**src/rtl/trace_stall_pkg.sv**
```systemverilog
// Package: shared control-word layout and configuration type for the
// trace buffer stall controller. Bit positions are fixed because software
// decodes them; all other bits of the word are reserved and read as zero.
package trace_stall_pkg;

    localparam int CFG_W      = 64;
    localparam int LVL_LSB    = 0;
    localparam int LVL_W      = 4;
    localparam int STALL_BIT  = 8;
    localparam int GUARD_BIT  = 13;

    typedef struct packed {
        logic             guard_en;  // hard no-overflow mode
        logic             stall_en;  // core may be stalled
        logic [LVL_W-1:0] level;     // invasiveness level, kept bits only
    } stall_cfg_t;

    // Build the software-visible word from the stored fields.
    function automatic logic [CFG_W-1:0] cfg_to_word(input stall_cfg_t c);
        logic [CFG_W-1:0] w;
        w = '0;
        w[LVL_LSB +: LVL_W] = c.level;
        w[STALL_BIT]        = c.stall_en;
        w[GUARD_BIT]        = c.guard_en;
        return w;
    endfunction

endpackage

```
**src/rtl/stall_cfg_reg.sv**
```systemverilog
// Module: stall_cfg_reg
// Holds the stall control fields. It accepts a write only while the trace
// unit is idle and drops the level bits that are not kept. It also records
// whether any write has been accepted since reset.
// Assumes: LVL_KEEP in 0..4; reset is synchronous and active low.
module stall_cfg_reg
    import trace_stall_pkg::*;
#(
    parameter int LVL_KEEP = 2
) (
    input  logic             clk,
    input  logic             rst_n,
    input  logic             we,
    input  logic [CFG_W-1:0] wdata,
    input  logic             idle,
    output stall_cfg_t       cfg,
    output logic             programmed
);

    localparam logic [LVL_W-1:0] LVL_MASK = LVL_W'(4'hF << (LVL_W - LVL_KEEP));

    logic accept;

    // Purpose: a write counts only while the trace unit is idle.
    always_comb accept = we && idle;

    // Purpose: field storage, reset to zero, with unkept level bits dropped.
    always_ff @(posedge clk) begin
        if (!rst_n) begin
            cfg <= '0;
        end else if (accept) begin
            cfg.level    <= wdata[LVL_LSB +: LVL_W] & LVL_MASK;
            cfg.stall_en <= wdata[STALL_BIT];
            cfg.guard_en <= wdata[GUARD_BIT];
        end
    end

    // Purpose: sticky flag marking that software has set up the register.
    always_ff @(posedge clk) begin
        if (!rst_n)      programmed <= 1'b0;
        else if (accept) programmed <= 1'b1;
    end

    // a write while busy must not touch the fields
    a_r3_busy_write_dropped: assert property (@(posedge clk) disable iff (!rst_n)
        (we && !idle) |=> $stable(cfg));

    // once programmed, the flag holds until reset
    a_r9_valid_sticky: assert property (@(posedge clk) disable iff (!rst_n)
        programmed |=> programmed);

    // the flag rises only through an accepted write
    a_r9_valid_rise: assert property (@(posedge clk) disable iff (!rst_n)
        $rose(programmed) |-> $past(we && idle));

endmodule

```
**src/rtl/stall_thresh.sv**
```systemverilog
// Module: stall_thresh
// Compares free space with the level threshold (L+1)*DEPTH/16 and with the
// no-overflow guard of 2*MAX_PUSH. The guard covers the push one cycle can
// add plus the push that slips through during the registered stall latency.
// Assumes: DEPTH is a multiple of 16; CNT_W is wide enough to hold DEPTH.
module stall_thresh
    import trace_stall_pkg::*;
#(
    parameter int DEPTH    = 64,
    parameter int MAX_PUSH = 4,
    parameter int LVL_KEEP = 2,
    parameter int CNT_W    = $clog2(DEPTH + 1)
) (
    input  logic [LVL_W-1:0] level,
    input  logic [CNT_W-1:0] free,
    output logic             below_level,
    output logic             below_guard
);

    localparam int STEP    = DEPTH / 16;
    localparam int GUARD   = 2 * MAX_PUSH;
    localparam int TW      = CNT_W + 1;

    logic [TW-1:0] thresh;

    generate
        if (LVL_KEEP == 0) begin : g_fixed
            // Purpose: with no kept level bits the threshold is one step.
            always_comb thresh = TW'(STEP);
        end else if ((STEP & (STEP - 1)) == 0) begin : g_shift
            localparam int SH = $clog2(STEP);
            // Purpose: power-of-two step, so the threshold is a shift.
            always_comb thresh = (TW'(level) + TW'(1)) << SH;
        end else begin : g_mult
            // Purpose: general step, so the threshold is a product.
            always_comb thresh = (TW'(level) + TW'(1)) * TW'(STEP);
        end
    endgenerate

    // Purpose: raw comparisons that the stall register samples.
    always_comb begin
        below_level = TW'(free) < thresh;
        below_guard = TW'(free) < TW'(GUARD);
    end

endmodule

```
**src/rtl/stall_gen.sv**
```systemverilog
// Module: stall_gen
// Registers the stall request from the threshold comparisons and the two
// enables. It also judges each push request against the free space and
// flags a push that would overrun the buffer one cycle later.
// Assumes: PUSH_W <= CNT_W.
module stall_gen #(
    parameter int CNT_W  = 7,
    parameter int PUSH_W = 3
) (
    input  logic              clk,
    input  logic              rst_n,
    input  logic              stall_en,
    input  logic              guard_en,
    input  logic              below_level,
    input  logic              below_guard,
    input  logic [CNT_W-1:0]  free,
    input  logic [PUSH_W-1:0] push_req,
    output logic              stall,
    output logic              push_ok,
    output logic              ovf_err
);

    logic too_big;

    // Purpose: decide whether this cycle's push fits in the buffer.
    always_comb begin
        too_big = CNT_W'(push_req) > free;
        push_ok = (push_req != '0) && !too_big;
    end

    // Purpose: registered stall request; either enable may raise it.
    always_ff @(posedge clk) begin
        if (!rst_n) stall <= 1'b0;
        else        stall <= (stall_en && below_level) || (guard_en && below_guard);
    end

    // Purpose: one-cycle flag for a push that did not fit.
    always_ff @(posedge clk) begin
        if (!rst_n) ovf_err <= 1'b0;
        else        ovf_err <= too_big;
    end

    // with both enables off the core is never stalled
    a_r5_no_stall_disabled: assert property (@(posedge clk) disable iff (!rst_n)
        (!stall_en && !guard_en) |=> !stall);

    // below the level threshold with stalling enabled -> stall next cycle
    a_r6_level_stall: assert property (@(posedge clk) disable iff (!rst_n)
        (stall_en && below_level) |=> stall);

    // below the guard in no-overflow mode -> stall next cycle
    a_r7_guard_stall: assert property (@(posedge clk) disable iff (!rst_n)
        (guard_en && below_guard) |=> stall);

    // an oversized push is flagged in the next cycle
    a_r8_ovf_flag: assert property (@(posedge clk) disable iff (!rst_n)
        (CNT_W'(push_req) > free) |=> ovf_err);

    // an accepted push always fits
    always_comb begin
        if (rst_n && push_ok)
            a_r8_push_fits: assert (CNT_W'(push_req) <= free);
    end

endmodule

```
**src/rtl/trace_stall_ctl.sv**
```systemverilog
// Module: trace_stall_ctl (top)
// Trace buffer stall controller: holds the control word, derives the stall
// threshold and drives a registered stall request plus the push acceptance.
// Assumes: DEPTH is a multiple of 16, MAX_PUSH <= DEPTH, and software
// programs the word while the trace unit is idle and before tracing starts.
module trace_stall_ctl
    import trace_stall_pkg::*;
#(
    parameter int DEPTH    = 64,
    parameter int MAX_PUSH = 4,
    parameter int LVL_KEEP = 2,
    localparam int CNT_W   = $clog2(DEPTH + 1),
    localparam int PUSH_W  = $clog2(MAX_PUSH + 1)
) (
    input  logic              clk,
    input  logic              rst_n,
    input  logic              cfg_we,
    input  logic [63:0]       cfg_wdata,
    output logic [63:0]       cfg_rdata,
    input  logic              trace_idle,
    input  logic [CNT_W-1:0]  free_space,
    input  logic [PUSH_W-1:0] push_req,
    output logic              push_ok,
    output logic              stall_core,
    output logic              ovf_err,
    output logic              cfg_valid
);

    stall_cfg_t cfg;
    logic       below_level;
    logic       below_guard;

    stall_cfg_reg #(.LVL_KEEP(LVL_KEEP)) u_reg (
        .clk        (clk),
        .rst_n      (rst_n),
        .we         (cfg_we),
        .wdata      (cfg_wdata),
        .idle       (trace_idle),
        .cfg        (cfg),
        .programmed (cfg_valid)
    );

    stall_thresh #(
        .DEPTH    (DEPTH),
        .MAX_PUSH (MAX_PUSH),
        .LVL_KEEP (LVL_KEEP),
        .CNT_W    (CNT_W)
    ) u_thresh (
        .level       (cfg.level),
        .free        (free_space),
        .below_level (below_level),
        .below_guard (below_guard)
    );

    stall_gen #(.CNT_W(CNT_W), .PUSH_W(PUSH_W)) u_gen (
        .clk         (clk),
        .rst_n       (rst_n),
        .stall_en    (cfg.stall_en),
        .guard_en    (cfg.guard_en),
        .below_level (below_level),
        .below_guard (below_guard),
        .free        (free_space),
        .push_req    (push_req),
        .stall       (stall_core),
        .push_ok     (push_ok),
        .ovf_err     (ovf_err)
    );

    // Purpose: software view of the word; reserved bits are forced to zero.
    always_comb cfg_rdata = cfg_to_word(cfg);

    // reserved bits always read as zero
    a_r2_reserved_zero: assert property (@(posedge clk) disable iff (!rst_n)
        (cfg_rdata & ~((64'hF << LVL_LSB) | (64'h1 << STALL_BIT) | (64'h1 << GUARD_BIT))) == 64'h0);

    // after reset the stall and error outputs are low
    a_r1_reset_quiet: assert property (@(posedge clk)
        !rst_n |=> (!stall_core && !ovf_err && !cfg_valid));

endmodule

```
**config.mk**
```make
export PLATFORM = sky130hd
export DESIGN_NAME = trace_stall_ctl
export DESIGN_NICKNAME = d
export VERILOG_FILES = /design/src/rtl/trace_stall_pkg.sv /design/src/rtl/stall_cfg_reg.sv /design/src/rtl/stall_thresh.sv /design/src/rtl/stall_gen.sv /design/src/rtl/trace_stall_ctl.sv
export SDC_FILE = /design/constraint.sdc
export NUM_CORES = 1
export LEC_CHECK = 0
export BUFFER_PORTS_ARGS = -buffer_cell sky130_fd_sc_hd__buf_2
export CORE_AREA = 2 2 58 60
export CTS_CLUSTER_SIZE = 24
export DETAILED_ROUTE_END_ITERATION = 8
export DIE_AREA = 0 0 60 62
export PLACE_DENSITY = 0.91
export SLEW_MARGIN = 40
export SYNTH_ARGS = -nofsm -noshare
export SYNTH_HDL_FRONTEND = slang
export SYNTH_HIERARCHICAL = 1
export SYNTH_SLANG_ARGS = --single-unit
```
**constraint.sdc**
```tcl
create_clock -name clk -period 2.62 [get_ports clk]
set_clock_uncertainty 0.2 [all_clocks]
set_input_delay 0 -clock clk [delete_from_list [all_inputs] [get_ports clk]]
set_output_delay 0 -clock clk [all_outputs]
set_load 0.02 [all_outputs]
```
==> flow_metrics.env <==
export IMPL_data_arrival_time_of_the_worst_path_ns=2.09
export IMPL_crit_fanout=11
export IMPL_synthMostInstantiatedCell="buf_4"
export IMPL_netlist_top_cells_area="buf_4 (48%), dfxtp_1 (15%), ha_1 (11%), nand4_1 (3.3%), o21ai_0 (2.7%)"
export IMPL_status="finished, final reports clean"
export IMPL_dieArea_um2=3720
export IMPL_critPathKind="in -> reg"
export IMPL_place_congestion=0.7423
export IMPL_final_cell_count_no_fill=208
export IMPL_power_internal_mw=0.2135
export IMPL_holdPathStages=4
export IMPL_number_of_diodes=0
export IMPL_final_core_utilization=0.3428
export IMPL_timing_reg2reg_worst_path_depth=7
export IMPL_initial_antenna_violation_count=0
export IMPL_vias=738
export IMPL_floorplan_initialDensity=0.2948
export IMPL_power_density_nw_per_um2=347.1
export IMPL_maxCapViolCount=0
export IMPL_drt_wirelength_per_cell_um=8.048
export IMPL_clock_tree_buffer_depth=2
export IMPL_timing_critical_path_from_type="input port"
export IMPL_post_route_period_util=0.7977
export IMPL_sequentialPowerShare=0.304
export IMPL_power_switching_mw=0.1648
export IMPL_num_nets_final=249
export IMPL_cts_resized_gates=0
export IMPL_clock_fmax_mhz=478.5
export IMPL_boundary_pin_count=146
export IMPL_setup_tns_ns=0
export IMPL_floorplan_rows=21
export IMPL_grt_busiest_layer="met2"
export IMPL_power_switching_fraction=0.4357
export IMPL_die_w_um=60
export IMPL_synth_seq_area_share=0.1495
export IMPL_first_global_vias=642
export IMPL_finalSetupViolations=0
export IMPL_drt_pass1_iterations=4
export IMPL_core_area_um2=3179
export IMPL_pin_count_of_the_biggest_net_entering_global_routing=12
export IMPL_die_y_um=62
export IMPL_residual_antenna_violating_net_count_after_detailed_routing=0
export IMPL_synth_cell_type_count=25
export IMPL_clock_latency_ns=0.25
export IMPL_io_buffers=25
export IMPL_grt_overflow_total=0
export IMPL_syn_to_final_growth_pct=16.29
export IMPL_post_cts_setup_buffer_count=0
export IMPL_rsz0062_at_grt="false"
export IMPL_ys_dominant_reg_cell="dfxtp_1"
export IMPL_synth_top_cell_by_area="buf_4"
export IMPL_tritoncts="built"
export IMPL_route_detailed_drc=0
export IMPL_ys_ff_latch=7
export IMPL_clkPwrFrac=0.258
export IMPL_power_total_mw=0.3783
export IMPL_placed_cells=186
export IMPL_final_max_slew_viol_count=0
export IMPL_share_comb_of_total_power=0.438
export IMPL_clk_transition_reported_paths_ns=0.06
export IMPL_first_pass_grt_wire_length_mm=2.456
export IMPL_reported_leakage_power_nw=0.5895
export IMPL_netlist_area_um2=937.1
export IMPL_synth_top_cells_by_count="buf_4 (60), ha_1 (8), dfxtp_1 (7)"
export IMPL_holdBufCountCts=18
export IMPL_report_final_hold_viol_count=0
export IMPL_cts_htree_levels=1
export IMPL_initialDrtViolationCount=21
export IMPL_multiInputGateArea_um2=544.3
export IMPL_mapped_cells=118
export IMPL_yosysWarningCount=6
export IMPL_drive_above_1_share=0.2037
export IMPL_met1_usage=0.08302
export IMPL_worst_supply_voltage_drop_on_vdd_v=0.0002528
export IMPL_number_of_buffers_created_by_cts=3
export IMPL_cp_end_kind="flip-flop"
export IMPL_regArea_um2=140.1
export IMPL_clkSinkCount=7
export IMPL_final_fill_count=348
export IMPL_async_reset_ff_frac=0
export IMPL_worst_endpoint_required_ns=2.62
export IMPL_grt_util_all_layers=0.09099
export IMPL_yosysTopAreaCellShare=0.4806
export IMPL_met2_track_usage_gr=0.1863
export IMPL_cts_root_buffer="clkbuf_4"
export IMPL_synth_edf_count=0
export IMPL_synth_avg_cell_area_um2=7.942
export IMPL_worst_hold_check_path_type="in -> reg"
export IMPL_route_detailed_vias_per_inst=3.548
export IMPL_postRouteWirelength_mm=1.674
export IMPL_met3_usage=0.03934
export IMPL_final_period_minus_worst_setup_slack_ns=2.090
export IMPL_post_detailed_placement_half_perimeter_wirelength_mm=1.294
[worst paths after layout]
check | from | slack, ns | to
hold reg to reg | u_reg/cfg[5]$_SDFFE_PN0P_ | 0.40 | u_gen/stall$_SDFF_PN0_
setup reg to reg | u_reg/cfg[3]$_SDFFE_PN0P_ | 0.91 | u_gen/stall$_SDFF_PN0_
setup / recovery | rst_n | 0.53 | u_reg/cfg[4]$_SDFFE_PN0P_
hold / removal | free_space[0] | 0.06 | u_gen/ovf_err$_SDFF_PN0_
[cell usage in the layout, fill, tap and decap left out]
master,instances
nor2b_1,1
nor2_1,2
nand4_1,5
nand3_1,4
a21oi_1,1
a22oi_1,1
conb_1,60
clkbuf_4,3
a31oi_1,1
dfxtp_1,7
nand2_1,6
o21a_1,1
a211oi_2,1
xnor2_1,1
a21oi_2,1
clkinv_2,1
ha_1,8
o21ai_0,5
and4_1,1
nor4_1,1
buf_2,25
inv_1,4
dlygate4sd3_1,18
xor2_1,1
and2_4,1
nor4_2,1
nor3_1,1
[metrics by stage]
step / setup WS, ns / hold slack [ns] / cell area (µm²)
finish: 0.5301 / 0.06032 / 1090
floorplan: 0.9029 / -0.07182 / 1155
detailed placement: 0.9241 / 0.04069 / 882.1
CTS: 0.5921 / 0.05597 / 1090
global placement: 0.9559 / 0.04197 / 882.1
global route: 0.4481 / 0.09593 / 1090
[cells by family (layout without fill, tap and decap cells)]
logic type	Yosys count	after routing	synth area share
buffers and inverters	65	51	0.5020
AO/OA/AOI/OAI	11	11	0.07744
AND/OR/NAND/NOR	23	23	0.1375
flip-flops	7	7	0.1495
XOR/XNOR	2	2	0.01870
other	2	60	0.008014
adder cells (fa/ha/maj)	8	8	0.1068
[per-layer routing]
metal / up-vias / routed length [µm]
li1: 360 / -
met5: - / 0
met4: 0 / 0
met1: 325 / 634
met3: 0 / 172
met2: 53 / 867
[cell type report]
| type | instances | share of cell area |
|---|---|---|
| multi-input combinational | 104 | 0.4994 |
| timing repair buffer | 43 | 0.2801 |
| sequential | 7 | 0.1286 |
| tap | 46 | 0.05281 |
| clock buffer | 3 | 0.02067 |
| inverter | 4 | 0.01378 |
| clock inverter | 1 | 0.004592 |
[worst max-delay path, cell delays in order]
cell           delay, ns
dlygate4sd3_1       0.52
buf_2               0.22
nand4_1             0.12
dlygate4sd3_1       0.57
o21ai_0             0.08
dlygate4sd3_1       0.57
[state kept, by name (all words and copies together), names as in the netlist]
name	cells
u_gen/stall	1
u_reg/programmed	1
u_gen/ovf_err	1
u_reg/cfg	4
[power by group through the flow]
stage | clock network (mW) | logic, mW | registers [mW]
floorplan | 0 | 0.180 | 0.122
detailed placement | 0 | 0.146 | 0.117
global route | 0.111 | 0.185 | 0.116
CTS | 0.103 | 0.163 | 0.115
global placement | 0 | 0.143 | 0.117
finish | 0.0975 | 0.166 | 0.115
Power figures use the tool's default switching activity.
